**src/rtl/hbuPkg.sv**
```systemverilog
package hbuPkg;
  typedef struct packed {
    logic writeStb;
    logic readDone;
  } hbuStrobeT;
endpackage

```
**src/rtl/hbuDecode.sv**
```systemverilog
module hbuDecode #(
  parameter logic [11:0] BASE_ADDR = 12'h030,
  parameter int BANK_W = 3,
  parameter int DATA_BANK = 2,
  parameter int DATA_WORD = 2
) (
  input  logic              clk,
  input  logic              rstN,
  input  logic [15:0]       addrIn,
  input  logic              addrStrobeN,
  input  logic              rdN,
  input  logic              wrN,
  input  logic              addrEnN,
  input  logic              dataCsN,
  input  logic [3:0]        byteEnN,
  input  logic              bus16,
  input  logic [BANK_W-1:0] bankSel,
  output logic              sel,
  output logic              dataTgt,
  output logic [1:0]        wordIdx,
  output logic              highHalf,
  output logic [3:0]        laneEn,
  output logic              fullWord,
  output logic              narrow
);
  logic [15:1] addrQ;
  logic [15:1] effAddr;
  logic passOpen, directCs, baseHit;
  logic unusedBits;

  assign passOpen = !addrStrobeN && rdN && wrN;
  assign effAddr  = passOpen ? addrIn[15:1] : addrQ;
  assign unusedBits = addrIn[0];

  always_ff @(posedge clk) begin
    if (!rstN) addrQ <= '0;
    else if (passOpen) addrQ <= addrIn[15:1];
  end

  assign directCs = !dataCsN;
  assign baseHit  = (effAddr[15:4] == BASE_ADDR) && !addrEnN;
  assign sel      = directCs || baseHit;
  assign wordIdx  = effAddr[3:2];
  assign highHalf = effAddr[1];
  assign dataTgt  = directCs ||
                    (baseHit && wordIdx == 2'(DATA_WORD) && bankSel == BANK_W'(DATA_BANK));
  assign narrow   = bus16 && !directCs;

  always_comb begin
    if (directCs)     laneEn = 4'hF;
    else if (narrow)  laneEn = highHalf ? {~byteEnN[1:0], 2'b00} : {2'b00, ~byteEnN[1:0]};
    else              laneEn = ~byteEnN;
  end

  assign fullWord = !narrow && (laneEn == 4'hF);
endmodule

```
**src/rtl/hbuCtrl.sv**
```systemverilog
module hbuCtrl
  import hbuPkg::*;
#(
  parameter int WAIT_CYC = 2
) (
  input  logic      clk,
  input  logic      rstN,
  input  logic      rdN,
  input  logic      wrN,
  input  logic      cycleN,
  input  logic      addrStrobeN,
  input  logic      writeNotRead,
  input  logic      sel,
  input  logic      dataTgt,
  output hbuStrobeT stb,
  output logic      asyncReady,
  output logic      syncReadyN
);
  localparam int CNT_W = $clog2(WAIT_CYC + 1);

  logic rdQ, wrQ;
  logic rdLead, rdTrail, wrTrail;
  logic syncStart, syncPend, pendRd;
  logic [CNT_W-1:0] waitCnt;

  assign rdLead    = rdQ && !rdN;
  assign rdTrail   = !rdQ && rdN;
  assign wrTrail   = !wrQ && wrN;
  assign syncStart = !addrStrobeN && !cycleN && rdN && wrN && sel;

  always_ff @(posedge clk) begin
    if (!rstN) begin
      rdQ      <= 1'b1;
      wrQ      <= 1'b1;
      syncPend <= 1'b0;
      pendRd   <= 1'b0;
      waitCnt  <= '0;
    end else begin
      rdQ      <= rdN;
      wrQ      <= wrN;
      syncPend <= syncStart;
      pendRd   <= syncStart && !writeNotRead;
      if (rdLead && dataTgt)  waitCnt <= CNT_W'(WAIT_CYC - 1);
      else if (waitCnt != 0)  waitCnt <= waitCnt - 1'b1;
    end
  end

  assign asyncReady   = !((rdLead && dataTgt) || (waitCnt != 0));
  assign syncReadyN   = !syncPend;
  assign stb.writeStb = (wrTrail && sel) || (syncStart && writeNotRead);
  assign stb.readDone = (rdTrail && sel) || (syncPend && pendRd);

  AST_WAIT_SECOND: assert property (@(posedge clk) disable iff (!rstN)
    (rdLead && dataTgt) |=> !asyncReady);
  AST_SYNC_FOLLOWS: assert property (@(posedge clk) disable iff (!rstN)
    syncStart |=> !syncReadyN);
  AST_SYNC_SINGLE: assert property (@(posedge clk) disable iff (!rstN)
    !syncReadyN |=> syncReadyN);
  AST_MODES_APART: assert property (@(posedge clk) disable iff (!rstN)
    !cycleN |-> (rdN && wrN));
endmodule

```
**src/rtl/hbuDatapath.sv**
```systemverilog
module hbuDatapath
  import hbuPkg::*;
#(
  parameter int BANK_W = 3,
  parameter int DEPTH = 16
) (
  input  logic              clk,
  input  logic              rstN,
  input  hbuStrobeT         stb,
  input  logic              sel,
  input  logic              dataTgt,
  input  logic [1:0]        wordIdx,
  input  logic              highHalf,
  input  logic [3:0]        laneEn,
  input  logic              fullWord,
  input  logic              narrow,
  input  logic [31:0]       wrData,
  output logic [BANK_W-1:0] bankSel,
  output logic [31:0]       rdData
);
  localparam int NUM_BANKS = 2 ** BANK_W;
  localparam int PTR_W = $clog2(DEPTH);

  logic [31:0] regs [NUM_BANKS][4];
  logic [31:0] pktMem [DEPTH];
  logic [PTR_W-1:0] ptr;
  logic [31:0] wrInt, word;
  logic [15:0] curLow, prevLow;
  logic [BANK_W-1:0] prevBank;

  assign wrInt  = narrow ? {2{wrData[15:0]}} : wrData;
  assign curLow = regs[bankSel][3][15:0];

  always_ff @(posedge clk) begin
    if (!rstN) begin
      bankSel <= '0;
      ptr     <= '0;
      for (int i = 0; i < NUM_BANKS; i++)
        for (int j = 0; j < 4; j++) regs[i][j] <= '0;
      for (int k = 0; k < DEPTH; k++) pktMem[k] <= '0;
    end else if (stb.writeStb && sel) begin
      if (dataTgt) begin
        for (int b = 0; b < 4; b++)
          if (laneEn[b]) pktMem[ptr][8*b +: 8] <= wrInt[8*b +: 8];
        if (laneEn[3]) ptr <= ptr + 1'b1;
      end else if (wordIdx == 2'd3) begin
        if (laneEn[2]) bankSel <= wrInt[16 +: BANK_W];
        if (!fullWord)
          for (int b = 0; b < 2; b++)
            if (laneEn[b]) regs[bankSel][3][8*b +: 8] <= wrInt[8*b +: 8];
      end else begin
        for (int b = 0; b < 4; b++)
          if (laneEn[b]) regs[bankSel][wordIdx][8*b +: 8] <= wrInt[8*b +: 8];
      end
    end else if (stb.readDone && sel && dataTgt && laneEn[3]) begin
      ptr <= ptr + 1'b1;
    end
  end

  always_comb begin
    if (dataTgt)              word = pktMem[ptr];
    else if (wordIdx == 2'd3) word = {{(16-BANK_W){1'b0}}, bankSel, curLow};
    else                      word = regs[bankSel][wordIdx];
  end

  assign rdData = narrow ? {16'h0, highHalf ? word[31:16] : word[15:0]} : word;

  always_ff @(posedge clk) begin
    prevBank <= bankSel;
    prevLow  <= curLow;
  end

  AST_MISS_KEEPS_BANK: assert property (@(posedge clk) disable iff (!rstN)
    !sel |=> $stable(bankSel));
  AST_DWORD_LOW_KEEP: assert property (@(posedge clk) disable iff (!rstN)
    (stb.writeStb && sel && !dataTgt && wordIdx == 2'd3 && fullWord)
      |=> (regs[prevBank][3][15:0] == prevLow));
  AST_PTR_STEP: assert property (@(posedge clk) disable iff (!rstN)
    1'b1 |=> (ptr == $past(ptr) || ptr == $past(ptr) + 1'b1));
endmodule

```
**src/rtl/hostBusUnit.sv**
```systemverilog
module hostBusUnit
  import hbuPkg::*;
#(
  parameter logic [11:0] BASE_ADDR = 12'h030,
  parameter int BANK_W = 3,
  parameter int DEPTH = 16,
  parameter int WAIT_CYC = 2,
  parameter int DATA_BANK = 2
) (
  input  logic        clk,
  input  logic        rstN,
  input  logic [15:0] addrIn,
  input  logic        addrStrobeN,
  input  logic        addrEnN,
  input  logic        rdN,
  input  logic        wrN,
  input  logic [3:0]  byteEnN,
  input  logic [31:0] wrData,
  output logic [31:0] rdData,
  output logic        asyncReady,
  input  logic        cycleN,
  input  logic        writeNotRead,
  output logic        syncReadyN,
  input  logic        dataCsN,
  input  logic        bus16
);
  hbuStrobeT stb;
  logic sel, dataTgt, highHalf, fullWord, narrow;
  logic [1:0] wordIdx;
  logic [3:0] laneEn;
  logic [BANK_W-1:0] bankSel;

  hbuDecode #(.BASE_ADDR(BASE_ADDR), .BANK_W(BANK_W), .DATA_BANK(DATA_BANK), .DATA_WORD(2)) uDec (
    .clk(clk), .rstN(rstN), .addrIn(addrIn), .addrStrobeN(addrStrobeN), .rdN(rdN), .wrN(wrN),
    .addrEnN(addrEnN), .dataCsN(dataCsN), .byteEnN(byteEnN), .bus16(bus16), .bankSel(bankSel),
    .sel(sel), .dataTgt(dataTgt), .wordIdx(wordIdx), .highHalf(highHalf), .laneEn(laneEn),
    .fullWord(fullWord), .narrow(narrow));

  hbuCtrl #(.WAIT_CYC(WAIT_CYC)) uCtrl (
    .clk(clk), .rstN(rstN), .rdN(rdN), .wrN(wrN), .cycleN(cycleN), .addrStrobeN(addrStrobeN),
    .writeNotRead(writeNotRead), .sel(sel), .dataTgt(dataTgt), .stb(stb),
    .asyncReady(asyncReady), .syncReadyN(syncReadyN));

  hbuDatapath #(.BANK_W(BANK_W), .DEPTH(DEPTH)) uDp (
    .clk(clk), .rstN(rstN), .stb(stb), .sel(sel), .dataTgt(dataTgt), .wordIdx(wordIdx),
    .highHalf(highHalf), .laneEn(laneEn), .fullWord(fullWord), .narrow(narrow),
    .wrData(wrData), .bankSel(bankSel), .rdData(rdData));
endmodule

```
**config.mk**
```make
export PLATFORM = sky130hd
export DESIGN_NAME = hostBusUnit
export DESIGN_NICKNAME = d
export VERILOG_FILES = /design/src/rtl/hbuPkg.sv /design/src/rtl/hbuDecode.sv /design/src/rtl/hbuCtrl.sv /design/src/rtl/hbuDatapath.sv /design/src/rtl/hostBusUnit.sv
export SDC_FILE = /design/constraint.sdc
export NUM_CORES = 2
export LEC_CHECK = 0
export ABC_AREA = 1
export BUFFER_PORTS_ARGS = -buffer_cell sky130_fd_sc_hd__buf_2
export CORE_MARGIN = 4
export CORE_UTILIZATION = 55
export CTS_CLUSTER_DIAMETER = 80
export DETAILED_ROUTE_END_ITERATION = 10
export PLACE_DENSITY = 0.79
export SYNTH_ARGS = -nofsm -noshare
export SYNTH_HDL_FRONTEND = slang
export SYNTH_SLANG_ARGS = --single-unit
```
**constraint.sdc**
```tcl
create_clock -name clk -period 4 [get_ports clk]
set_input_delay 0.4 -clock clk [delete_from_list [all_inputs] [get_ports clk]]
set_output_delay 0.4 -clock clk [all_outputs]
set_load 0.02 [all_outputs]
```
Yosys cells after proc, flatten, opt, wreduce, memory -nomap -nowiden
Memories as Yosys holds them, arrays and structs flattened. A register that Yosys moved wholly into a read port is not among the register bits.
Index checks and enable logic that the tools add are counted.
- output and inout port bits: 34
- memories: 2
- word-level logic and storage cells: 965
- register bits after elaboration: 28
- bits in writable memories: 1536
- bits in latches: 0
- bits of input ports: 62
- bits in read-only memories: 0
- memories (name ; depth ; bits a word ; rd ports ; clocked after Yosys merged registers in ; wr ports ; line ; source):
    uDp.regs ; 8 ; 128 ; 1 ; 1 ; 8 ; hbuDatapath.sv:24 ; logic [31:0] regs [NUM_BANKS][4];
    uDp.pktMem ; 16 ; 32 ; 1 ; 1 ; 16 ; hbuDatapath.sv:25 ; logic [31:0] pktMem [DEPTH];
- reductions and logical operators: 49
- mux-type cells: 489
- $lt $le $gt $ge: 2
- shift-type cells: 0
- add/subtract/negate cells: 2
- multiply operators: 0
- bitwise operators: 405
- div/mod/pow operators: 0
- equal/unequal tests: 7
- operator list (operator ; count):
    two-way mux 128 bit ; 6
    two-way mux 1 bit ; 451
    bitwise OR 1 bit ; 400
    demux 32 bit (select 2 bit) ; 4
    two-way mux 32 bit ; 8
    OR reduction 128 bit ; 1
    binary-select mux 32 bit (select 2 bit) ; 1
    two-way mux 4 bit ; 11
    two-way mux 16 bit ; 2
    OR reduction 32 bit ; 1
    logical AND 1 bit ; 25
    two-way mux 24 bit ; 1
    two-way mux 15 bit ; 1
    equality test 12 x 6 -> 1 bit (second input constant) ; 1
    zero test 1 bit ; 11
    two-way mux 3 bit ; 3
    two-way mux 8 bit ; 1
    nonzero test 2 bit ; 3
    logical OR 1 bit ; 5
    adder 4 x 1 -> 4 bit (second input constant) ; 1
    equality test 2 bit (second input constant) ; 2
    equality test 4 bit (second input constant) ; 1
    != test 2 bit (second input constant) ; 2
    inverter 4 bit ; 1
    other kinds (10) ; 11

Logic depth before layout (Yosys ltp)
- word-level depth: 21
- depth in mapped cells: 18
- gate-level depth less buffers: 16

By module
Synthesis repeated with hierarchy kept, for this count alone.
- cells, all modules: 6877
- area, all modules: 66070.9 µm²
- modules (own cells, without submodules) (module ; instances ; seq. area each (µm²) ; cells an instance ; area an instance (µm²)):
    hbuDatapath ; 1 ; 42560.8 ; 6723 ; 64998.6
    hbuDecode ; 1 ; 300.3 ; 116 ; 800.8
    hbuCtrl ; 1 ; 120.1 ; 38 ; 271.5

Worst setup path before layout
OpenSTA, ideal clock, no wires.
- path kind: input to register
- start point: input wrN
- end point: memory uDp.regs[4][40] (netlist name), enable pin
- setup time: 0.384 ns
- path slack: 0.946 ns
- data arrival time: 2.670 ns
- required time: 3.616 ns
- path buffers: 3
- stages: 15
- cells stage by stage: buf_2 nand3_2 buf_2 o21ai_1 nand3_1 nor2_1 nand2_1 nand2_2 nand3_1 nand2_1 nand2_1 nor2_1 nand2_1 clkbuf_1 o21ai_0
- RTL lines (element ; line ; source):
    start: declaration ; hostBusUnit.sv:16 ; input logic wrN,
    end: declaration ; hbuDatapath.sv:24 ;

==> metrics.yaml <==
routing:
  drt_iter0_markers: 9511
  routed-via-count: 51000
  routed_wl_um: 193000
  drtPass1Iterations: 7
  viasPerCell: 6.41
  wl_per_cell_um: 24.3
  drc: 0
  ant_nets: 0
power:
  pwr-share-seq_pct: 53.2
  comb_power_share_pct: 6.4
  power_switching_mw: 7.53
  internal_power_mw: 24.8
  power.density_mw_per_mm2: 444
  p_sw_share_pct: 23.2
  irDropWorstVdd_v: 0.000466
  pwr-share-clk_pct: 40.4
  power_leakage_nw: 27.4
sta:
  setup_ws_ns: -0.0427
  finalSetupViolCount: 1
  relSlewSlack_pct: 16.5
  finalCritPeriodShare_pct: 101
  fmax_mhz: 247
  hold_viol: 0
  maxSlewViolCount: 0
  min_period_ns: 4.04
  skew_ns: 0.0401
  fin_tns_setup_ns: -0.0427
  worst_pin_slew_ns: 1.25
  rsz0062_at_grt: "no"
finish:
  fin_cells: 7952
  diodes: 0
  area_growth_pct: 12.5
  nNetsFinal: 6376
  drive_above_1_share_pct: 11.0
  final_cell_area_mm2: 0.0729
  n_fill_cell: 8596
status:
  outcome: "finished, violations left"
  violations: "setup timing"
grt:
  grt_first_pass_wirelength_um: 285000
  grt_pass1_vias: 47800
  busiest_layer: "met2"
  gr-usage-met3_pct: 8.24
  grt.total_usage_pct: 30.5
  use_met2_pct: 46.7
  grt_max_degree: 183
  grt_overflow: 0
  antenna_found_initial: 9
  use_met1_pct: 40.7
place:
  dp_hpwl_um: 119000
  place.gp.congestion: 0.968
  dpl_worst_slack_ns: 0.0871
  port_buffers: 94
  dpl.cell_count: 7656
  post_dp_cell_area_mm2: 0.0678
clocking:
  cts.htree.levels: 4
  worstSkewPairLatency_ns: 0.78
  cts_root_buf: "clkbuf_16"
  cts.clk_slew.worst_paths_ns: 0.06
  cts_max_path_buffers: 3
  cts_inserted_buffers: 146
  cts_tree: "done"
  cts_sinks: 1443
yosys:
  synthAdderAreaFrac_pct: 0.0966
  synth_area_mm2: 0.0648
  yosys_warnings: 0
  yosys.area_share.simple_pct: 18.2
  synth_top_family_by_area: "simple AND/OR/NAND/NOR gates"
  netlist.area_leader.share_pct: 65.3
  syn-mean-instance-area_um2: 10.3
  synth_top_cell_by_area: "edfxtp_1"
  syn_inst: 6281
  synth.distinct_cells: 35
  yosysSeqAreaShare_pct: 66.3
  synth_xor_area_share_pct: 0.0270
  synth_compound_area_share_pct: 11.5
  ys_seq_elements: 1443
  synth_area_leaders: "edfxtp_1 (65%), nor2_1 (12%), o21ai_0 (6.2%)"
  muxShareOfSynthArea_pct: 0
floorplan:
  die_area_mm2: 0.123
  dieHeight_um: 351
  die_x_um: 351
  num_io_pins: 96
  num_rows: 125
  core_mm2: 0.117
  start_util_pct: 55.6
setup_path:
  rrSetupSlack_ns: 0.66
  r2r-end: "uDp.pktMem[14][30]"
  cp-start-kind: "flip-flop"
  r2r-start: "uDp.bankSel[1]"
  critPathCaptureType: "output port"
  path_cells: "inv_16, buf_6, o21ai_0, o22ai_1, o211ai_1, o211ai_1, nand2_1, nand3_1, nand2_2, inv_1, buf_2"
  arrival_ns: 3.64
  path_delay_family: "compound AO/OA/AOI/OAI gates"
  criticalPathCategory: "reg2out"
  cp_data_required_time_ns: 3.60
  crit_path_top_delay_cell: "dfxtp_4"
  r2r_cells: 13
  path_max_fanout: 65
  cpMostUsedCell: "o211ai_1"
  slowest_delay_ns: 0.50
  path_buf_inv: 4
hold_path:
  hp-start: "addrStrobeN"
  hold_class: "in2reg"
  hold-path-endpoint: "uDec.addrQ[10]"
  min_path_cells: 4
flow_run:
  drv_cap: 0
==> flip-flops by register name (all words and copies together) (netlist names), named ones only <==
| register | cells |
|---|---|
| uDp.regs | 896 |
| uDp.pktMem | 512 |
| uDec.addrQ | 15 |
| uDp.ptr | 4 |
| uDp.bankSel | 3 |
| uCtrl.waitCnt | 2 |
| uCtrl.pendRd | 1 |
| uCtrl.rdQ | 1 |
| uCtrl.syncPend | 1 |
| uCtrl.wrQ | 1 |
==> how the worst max path moves through the flow <==
stage               cells past startpoint  slack (ns)       from                 end
floorplan                              15        0.95        wrN     uDp.regs[4][40]
global placement                       16        0.25        rdN  uDp.pktMem[14][27]
detailed placement                     16        0.09        rdN  uDp.pktMem[14][30]
CTS                                    14        0.01  flip-flop           rdData[9]
global route                           12       0.006  flip-flop          rdData[14]
finish                                 11       -0.04  flip-flop          rdData[12]
==> worst reg2reg max path, stage by stage, from the launching register on <==
cell and delay (ns):
dfxtp_2 0.46, inv_2 0.13, nor3_4 0.21, buf_12 0.15
inv_4 0.09, o21ai_1 0.24, nand2_2 0.18, buf_12 0.21
nor2_2 0.21, nand2_1 0.10, nor2_2 0.17, buf_12 0.21
nand2_1 0.23, nand2_1 0.41
==> power by group through the flow <==
stage	combinational (mW)	sequential (mW)	clock (mW)
3_5_place_dp	1.96	17.5	0
4_1_cts	1.98	17.2	13.1
2_1_floorplan	1.12	17.5	0
3_3_place_gp	1.92	17.5	0
6_report	2.06	17.2	13.1
5_1_grt	2.16	17.3	13.7
==> stage by stage <==
| step | power [mW] | hold slack, ns | utilization (%) |
|---|---|---|---|
| floorplan | 18.6 | 0.441 | - |
| global route | 33.1 | 0.0485 | 62.6 |
| global placement | 19.4 | 0.448 | 58.2 |
| finish | 32.4 | 0.0365 | 62.6 |
| detailed placement | 19.5 | 0.465 | 58.2 |
| CTS | 32.3 | 0.000914 | 62.3 |
==> timing repair <==
action | CTS | global route
endpoints found under the hold margin | 17 | 0
hold buffers | 20 | 0
pin swaps | 0 | 2
gates resized for setup | 11 | 30
gates cloned | 0 | 4
endpoints found under the setup margin | 32 | 19
setup buffers | 0 | 5
==> metal layers <==
layer	vias up	wire length (um)
met5	-	50
met4	8	10000
met3	587	29400
met2	4035	86900
met1	24100	66700
li1	22200	-
==> synthesized netlist by cell type, drive strengths merged <==
cell,number
nor2,2005
edfxtp,1408
o21ai,816
clkbuf,485
nand2,456
o22ai,214
nand3,204
nor3,197
o221ai,116
a21oi,95
inv,86
o211ai,67
buf,52
dfxtp,35
nand4,15
clkinv,8
o2111ai,7
ha,5
or2,5
xor2,2
conb,1
nand3b,1
nor4,1
==> placed cells by master (no fill, tap or decap), types with 6 or more instances in the layout <==
| cell type | instances |
|---|---|
| a21oi_1 | 94 |
| nor2_2 | 8 |
| nand3_1 | 148 |
| buf_2 | 93 |
| o211ai_1 | 67 |
| dfxtp_1 | 28 |
| nand3_2 | 46 |
| nand3_4 | 10 |
| nor3_1 | 187 |
| bufinv_16 | 6 |
| o21ai_0 | 793 |
| o22ai_1 | 213 |
| inv_1 | 57 |
| o221ai_1 | 115 |
| o21ai_4 | 16 |
| nand4_1 | 15 |
| o21ai_1 | 7 |
| nor3_2 | 8 |
| buf_6 | 6 |
| conb_1 | 32 |
| nand2_1 | 440 |
| edfxtp_1 | 1408 |
| buf_4 | 226 |
| nor2_1 | 1993 |
| clkbuf_16 | 154 |
| buf_12 | 28 |
| nand2_2 | 16 |
| clkinv_1 | 47 |
| dlygate4sd3_1 | 20 |
| clkbuf_1 | 41 |
| clkinv_2 | 17 |
| inv_2 | 22 |
==> cell families after synthesis <==
logic type	after synthesis
buffers and inverters	631
and+or+nand+nor	2884
adders and majority gates	5
xor gates and xnor gates	2
DFF	1443
AOI/OAI and AO/OA	1315
other	1
==> layout make-up <==
type,count,area [um2],area share [%]
Clock inverter,74,567,0.778
Tap cell,1524,1910,2.62
Clock buffer,193,3940,5.40
Multi-Input combinational cell,4238,19800,27.1
Inverter,94,402,0.551
Timing Repair Buffer,386,3290,4.51
Sequential cell,1443,43000,59.0
Power figures use the tool's default switching activity.
